### src/rtl/pic_pkg.sv
package pic_pkg;
  parameter int unsigned PIC_LINES = 8;
  localparam int unsigned PIC_IDX_W = $clog2(PIC_LINES);
  typedef logic [PIC_LINES-1:0] line_vec_t;
  typedef logic [PIC_IDX_W-1:0] line_idx_t;
endpackage

### src/rtl/pic_prio.sv
module pic_prio
  import pic_pkg::*;
(
  input  line_vec_t vec_i,
  output logic      any_o,
  output line_idx_t idx_o
);
  // lowest set index wins
  always_comb begin
    idx_o = '0;
    for (int i = PIC_LINES - 1; i >= 0; i--) begin
      if (vec_i[i]) idx_o = PIC_IDX_W'(i);
    end
  end
  assign any_o = |vec_i;
endmodule

### src/rtl/pic_req.sv
module pic_req
  import pic_pkg::*;
(
  input  logic      clk_i,
  input  logic      rst_ni,
  input  line_vec_t irq_i,
  input  line_vec_t clr_i,
  output line_vec_t irr_o
);
  line_vec_t irq_q, irr_q, rise;

  assign rise = irq_i & ~irq_q;

  always_ff @(posedge clk_i or negedge rst_ni) begin
    if (!rst_ni) begin
      irq_q <= '0;
      irr_q <= '0;
    end else begin
      irq_q <= irq_i;
      irr_q <= (irr_q & ~clr_i) | rise;
    end
  end

  assign irr_o = irr_q;

  // pending requests not granted survive (masked ones included)
  a_r3_pending_held: assert property (@(posedge clk_i) disable iff (!rst_ni)
    1'b1 |=> ((irr_q & $past(irr_q & ~clr_i)) == $past(irr_q & ~clr_i)));
endmodule

### src/rtl/pic_isr.sv
module pic_isr
  import pic_pkg::*;
(
  input  logic      clk_i,
  input  logic      rst_ni,
  input  line_vec_t set_i,
  input  logic      eoi_i,
  output line_vec_t isr_o,
  output logic      any_o,
  output line_idx_t top_o
);
  line_vec_t isr_q, eoi_clr;

  pic_prio u_top (.vec_i(isr_q), .any_o(any_o), .idx_o(top_o));

  always_comb begin
    eoi_clr = '0;
    if (eoi_i && any_o) eoi_clr[top_o] = 1'b1;
  end

  always_ff @(posedge clk_i or negedge rst_ni) begin
    if (!rst_ni) isr_q <= '0;
    else         isr_q <= (isr_q & ~eoi_clr) | set_i;
  end

  assign isr_o = isr_q;

  a_r8_eoi_releases_one: assert property (@(posedge clk_i) disable iff (!rst_ni)
    (eoi_i && (isr_q != '0) && (set_i == '0)) |=>
      ($countones(isr_q) == $past($countones(isr_q)) - 1));
endmodule

### src/rtl/pic_ctrl.sv
module pic_ctrl
  import pic_pkg::*;
#(
  parameter int unsigned DW       = 8,
  parameter logic [7:0]  VEC_BASE = 8'h08,
  parameter int unsigned CAS_LINE = 2,
  parameter logic [7:0]  EOI_CODE = 8'h20
) (
  input  logic          clk_i,
  input  logic          rst_ni,
  input  logic [7:0]    irq_i,
  input  logic          ack_i,
  input  logic          wr_i,
  input  logic          addr_i,
  input  logic [DW-1:0] wdata_i,
  output logic [DW-1:0] rdata_o,
  output logic          int_o,
  output logic [7:0]    vector_o,
  output logic          cas_ack_o
);
  localparam logic [7:0] CAS_VEC = VEC_BASE + 8'(CAS_LINE);

  line_vec_t irr, isr, mask_q, pending, grant_vec;
  line_idx_t win_idx, isr_top;
  logic      win_any, isr_any, grant, eoi;

  pic_req u_req (
    .clk_i (clk_i), .rst_ni(rst_ni), .irq_i(irq_i),
    .clr_i (grant_vec), .irr_o(irr)
  );

  assign pending = irr & ~mask_q;

  pic_prio u_win (.vec_i(pending), .any_o(win_any), .idx_o(win_idx));

  pic_isr u_isr (
    .clk_i(clk_i), .rst_ni(rst_ni), .set_i(grant_vec), .eoi_i(eoi),
    .isr_o(isr), .any_o(isr_any), .top_o(isr_top)
  );

  // nest only above every in-service line
  assign int_o = win_any && (!isr_any || (win_idx < isr_top));
  assign grant = ack_i && int_o;
  assign eoi   = wr_i && !addr_i && (wdata_i[7:0] == EOI_CODE);

  always_comb begin
    grant_vec = '0;
    if (grant) grant_vec[win_idx] = 1'b1;
  end

  always_ff @(posedge clk_i or negedge rst_ni) begin
    if (!rst_ni) begin
      mask_q    <= '1;
      vector_o  <= '0;
      cas_ack_o <= 1'b0;
    end else begin
      if (wr_i && addr_i) mask_q <= wdata_i[7:0];
      if (grant) vector_o <= VEC_BASE + 8'(win_idx);
      cas_ack_o <= grant && (32'(win_idx) == CAS_LINE);
    end
  end

  assign rdata_o = addr_i ? DW'(mask_q) : DW'(isr);

  a_r4_int_needs_pending: assert property (@(posedge clk_i) disable iff (!rst_ni)
    int_o |-> ((irr & ~mask_q) != '0));
  a_r6_grant_enters_service: assert property (@(posedge clk_i) disable iff (!rst_ni)
    (ack_i && int_o && !eoi) |=> ($countones(isr) == $past($countones(isr)) + 1));
  a_r7_spurious_ack_ignored: assert property (@(posedge clk_i) disable iff (!rst_ni)
    (ack_i && !int_o && !eoi) |=> ($stable(isr) && $stable(vector_o)));
  a_r10_cas_vector: assert property (@(posedge clk_i) disable iff (!rst_ni)
    cas_ack_o |-> (vector_o == CAS_VEC));
endmodule

### config.mk
export PLATFORM = sky130hd
export DESIGN_NAME = pic_ctrl
export DESIGN_NICKNAME = d
export VERILOG_FILES = /design/src/rtl/pic_pkg.sv /design/src/rtl/pic_prio.sv /design/src/rtl/pic_req.sv /design/src/rtl/pic_isr.sv /design/src/rtl/pic_ctrl.sv
export SDC_FILE = /design/constraint.sdc
export NUM_CORES = 1
export LEC_CHECK = 0
export BUFFER_PORTS_ARGS = -buffer_cell sky130_fd_sc_hd__buf_2
export CORE_MARGIN = 4
export CORE_UTILIZATION = 30
export CTS_CLUSTER_SIZE = 10
export DETAILED_ROUTE_END_ITERATION = 10
export GPL_TIMING_DRIVEN = 0
export SLEW_MARGIN = 10
export SYNTH_ARGS = -nofsm -noshare
export SYNTH_HDL_FRONTEND = slang
export SYNTH_SLANG_ARGS = --single-unit
### constraint.sdc
create_clock -name clk_i -period 3.95 [get_ports clk_i]
set_input_delay 0.5925 -clock clk_i [delete_from_list [all_inputs] [get_ports clk_i]]
set_output_delay 0.5925 -clock clk_i [all_outputs]
set_load 0.03 [all_outputs]
# Word level (Yosys, flattened, before mapping)
# Cells that the tools add are included.
[word_totals]
word_cells = 61
output_inout_bits = 18
reg_bits = 41
inputBits = 21
[classes]
eq_ne = 2
reduce_logical = 14
n_mux = 23
bitwise_logic = 10
order_cmp = 5
n_addsub = 1
[ops]
columns = ["operator", "n"]
rows = [
  ["3-bit two-way mux", 16],
  ["8-bit AND", 4],
  ["8-bit inverter", 4],
  ["8-bit two-way mux", 3],
  ["8-bit bitwise OR", 2],
  ["8-bit OR reduction", 2],
  ["1-bit logical AND", 9],
  ["8-bit by 6-bit == test with 1-bit output, second input constant", 1],
  ["3-bit by 4-bit < comparator with 1-bit output, second input constant", 2],
  ["1-bit demux with 3-bit select", 2],
  ["3-bit by 1-bit >= comparator with 1-bit output, second input constant", 2],
  ["4-bit by 3-bit adder with 5-bit output, first input constant", 1],
  ["3-bit by 2-bit == test with 1-bit output, second input constant", 1],
  ["3-bit < comparator", 1],
  ["1-bit zero test", 2],
  ["1-bit two-way mux", 2],
  ["1-bit logical OR", 1],
]

# Depth between registers and ports, before layout
[logic_depth]
depth_word = 18
mapped_depth = 9
depth_no_buf = 9

# Cells and area by module
# From an unflattened synthesis, not the netlist that was laid out.
[hier_totals]
hier_cells = 180
area_unflattened_um2 = 1939.4
[by_module_without_submodules]
columns = ["mod", "instances", "area_per_inst_um2", "cells_per_inst", "seq_area_each_um2"]
rows = [
  ["pic_ctrl", 1, 868.3, 80, 335.3],
  ["pic_req", 1, 560.5, 40, 400.4],
  ["pic_isr", 1, 347.8, 34, 200.2],
  ["pic_prio", 2, 81.3, 13, 0.0],
]

# Worst setup path before layout
# No wires, ideal clock.
[synth_timing]
kind = "register to output"
start = "reg u_isr.isr_q[0] (netlist: u_isr.isr_o[0])"
end = "out int_o"
path_buffers = 0
slack_ps = 1005
path_stages_with_launch = 7
required_time_ps = 3357
t_arrival_ps = 2353
path_cell_list = "dfrtp_1 or4_4 or2b_2 ha_1 nand2_1 a311oi_4 nor2_1"
[synth_between]
elab_chain_cells = 4
elab_cells_between_ends = 6
cone_classes = "order compare: 1; mux: 1; reduce/logical: 4"
[synth_lines]
columns = ["element", "line", "rtl"]
rows = [
  ["start: declaration", "pic_isr.sv:12", "line_vec_t isr_q, eoi_clr;"],
  ["start signal: assignment", "pic_isr.sv:23", "else isr_q <= (isr_q & ~eoi_clr) | set_i;"],
  ["3-bit two-way mux / 8-bit OR reduction (equally long branches)", "pic_prio.sv:12, pic_prio.sv:15", ""],
  ["3-bit < comparator / 1-bit zero test (equally long branches)", "pic_ctrl.sv:42", "assign int_o = win_any && (!isr_any || (win_idx < isr_top));"],
  ["1-bit logical OR (*)", "pic_ctrl.sv:42", ""],
  ["1-bit logical AND (*)", "pic_ctrl.sv:42", ""],
  ["end: declaration", "pic_ctrl.sv:17", "output logic int_o,"],
]
# Mark *: on every way between the ends. The rest lies on a longest branch, timed or not.

# Worst setup path after layout
# Ends and elaborated chain as after synthesis.

==> flow_summary.ini <==
[route]
drt-initial-drc-count = 101
drt_pass1_iterations = 4
wirelength_mm = 4.50
vias = 1470
drcViolationCount = 0
viasPerCell = 5.00
antenna_left = 0
wl_per_cell_um = 15.3

[setup_path]
critPathKind = flip-flop to output pin
r2r_cells = 7
r2r-start = u_isr.isr_o[0]
required_ps = 3360
worstSetupEndpointType = output pin
r2r_end = vector_o[2]
crit_path_start_kind = flip-flop
cp_top_family = simple AND/OR/NAND/NOR gates
arrival_ps = 2930
crit_fanout = 8
path_buf_inv = 1
cp_cell_sequence = or4_4 -> or2b_2 -> ha_1 -> nand2_1 -> a311oi_4 -> nor2_1 -> buf_2
critPathSlowestCell = or4_4
r2r_setup_slack_ps = 940
critical-path-max-stage-delay_ps = 590

[global_routing]
antenna_found_initial = 0
grt_use_total_pct = 12.7
grt-ovfl-total = 0
grt_pass1_vias = 1440
grt_pass1_wl_mm = 7.48
grt_max_degree = 38

[place]
place_inst = 286
portBuffers = 34
routabilityCongestion = 0.798
post-place-ws_ps = 812
placed_cell_area_um2 = 2200
dp_hpwl_mm = 3.43

[sta]
setup_tns_ps = 0
holdWs_ps = 395
post-route-min-period_ps = 3520
slew_viol_final = 0
max_freq_mhz = 284
post-route-period-util_pct = 89.2
hold_viol_final = 0
fin_ws_ps = 429
maxSlewHeadroom_pct = 44.1
rsz0062_at_grt = no
finClkSkew_ps = 7.49
setup_viol = 0
worstMarginPinSlew_ps = 838

[pwr]
p_switching_uw = 519
p_seq_share_pct = 41.7
power_density_nw_per_um2 = 564
internal-power_uw = 768
p_clk_share_pct = 20.2
max-vdd-ir-drop_uv = 281
sw_frac_of_total_pct = 40.3
leakagePower_nw = 1.05
p_comb_share_pct = 38.2

[clocking]
hold_buffers = 0
htree_levels = 2
cts.sinks = 37
cts_inserted_buffers = 5
cts_resized = 0
clock_latency_ps = 290
clkTransAtPathRegs_ps = 80
cts_max_path_buffers = 2
cts_tree = yes
post_cts_buffers = 0
root_buffer = clkbuf_8

[cells_and_area]
fin_area_um2 = 2280
fillerInstances = 641
instances_no_fill = 294
multiInputGateArea_um2 = 912
final_layout_size_suffix_gt1_share_pct = 41.1
nets = 240
syn2layout_area_growth_pct = 18.6
seq_area_um2 = 936
final_cell_mix = buf_2 (34), dfrtp_1 (29), inv_1 (15), mux2_2 (15), nand2_1 (12)
antenna_cells = 0
layout_commonest_cell = buf_2

[min_path]
hold_path_class = input pin to async pin

[synthesis]
syn_inst = 174
avgSynthCellArea_um2 = 11.1
synth-edff-count = 0
synth_warnings = 0
ys_types = 49
synth-seq-cells = 37
ys_seq_area_share_pct = 48.6
async_reset_ff_share_pct = 100
synthFlopType = dfrtp_1
syn_area_um2 = 1930

[die]
core_area_um2 = 6060
die_area_um2 = 7770
io_pins = 39
die_w_um = 88.1
start_util_pct = 31.8
fp.dieH_um = 88.1
rows = 28

[outcome]
status = completed

[flow_run]
cap_violations = 0
-- kinds of logic after synthesis --
logic type	count (synthesis)	synth area share [%]
compound gates	36	15.6
buf+inv	20	4.67
fa+ha+maj	1	0.649
flops	37	48.6
mux	18	10.8
simple gates	61	19.5
other cells	1	0.195
-- power by group through the flow --
stage               sequential (mW)  combinational, mW  clock [mW]
floorplan                     0.549              0.346           0
global placement              0.540              0.488           0
detailed placement            0.544              0.491           0
CTS                           0.537              0.495       0.267
global route                  0.551              0.536       0.284
finish                        0.537              0.491       0.260
-- Yosys cell counts (all sizes together) (2+ instances only) --
cell type / count / share of area, %
o22ai: 3 / 0.97
nand4: 3 / 0.97
and2b: 3 / 1.3
nor3: 4 / 1.0
dfstp: 8 / 11
mux2: 17 / 10
or2: 3 / 0.97
nand2: 12 / 2.3
a22o: 3 / 1.4
nor2b: 3 / 0.97
or2b: 6 / 2.7
dfrtp: 29 / 38
inv: 15 / 2.9
nor4: 2 / 0.97
or4: 2 / 1.2
a21oi: 3 / 0.78
nor4b: 2 / 0.91
buf: 4 / 1.6
o21ai: 11 / 3.1
nor2: 9 / 1.8
a32o: 2 / 1.0
nand2b: 2 / 0.65
nand3: 6 / 1.6
o211ai: 2 / 1.5
o31ai: 4 / 1.6
-- final cells by class --
class / count / area share, %
Buffer: 5 / 1.48
Clock buffer: 6 / 3.18
Timing Repair Buffer: 34 / 7.45
Inverter: 15 / 2.46
Sequential cell: 37 / 41.0
Tap cell: 75 / 4.11
Multi-Input combinational cell: 120 / 39.9
Clock inverter: 2 / 0.438
-- state kept, by name, summed over array words and instances, names as in the netlist --
signal and cells:
u_req.irr_o 8, cas_ack_o 1, vector_o 4, u_isr.isr_o 8, mask_q 8, u_req.irq_q 8
-- through the flow --
stage | utilization (%) | power (mW)
floorplan | - | 0.895
global placement | 36.3 | 1.03
detailed placement | 36.3 | 1.03
CTS | 37.7 | 1.30
global route | 37.7 | 1.37
finish | 37.7 | 1.29
-- worst register-to-register path: stages, from the launching register on --
cell	delay, ps
dfrtp_1	470
or4_4	590
or2b_2	310
ha_1	300
nand2_1	200
a311oi_4	200
nor3b_4	480
mux2_4	340
-- worst max-delay path by stage --
stage / from / endpoint / slack (ps) / cells past startpoint
finish: u_isr.isr_o[0] / int_o / 430 / 7
global route: u_isr.isr_o[0] / int_o / 320 / 7
CTS: u_isr.isr_o[0] / int_o / 450 / 7
detailed placement: u_isr.isr_o[0] / int_o / 810 / 7
global placement: u_isr.isr_o[0] / int_o / 840 / 7
floorplan: u_isr.isr_o[0] / int_o / 1000 / 6
-- routing by layer --
layer,GRT usage (%),part of all wire (%),vias to the layer above
met4,2.88,1.1,0
met3,3.76,5.9,5
met1,18.4,48,719
met5,0,0,-
li1,-,-,709
met2,18.6,45,37
Power figures use the tool's default switching activity.
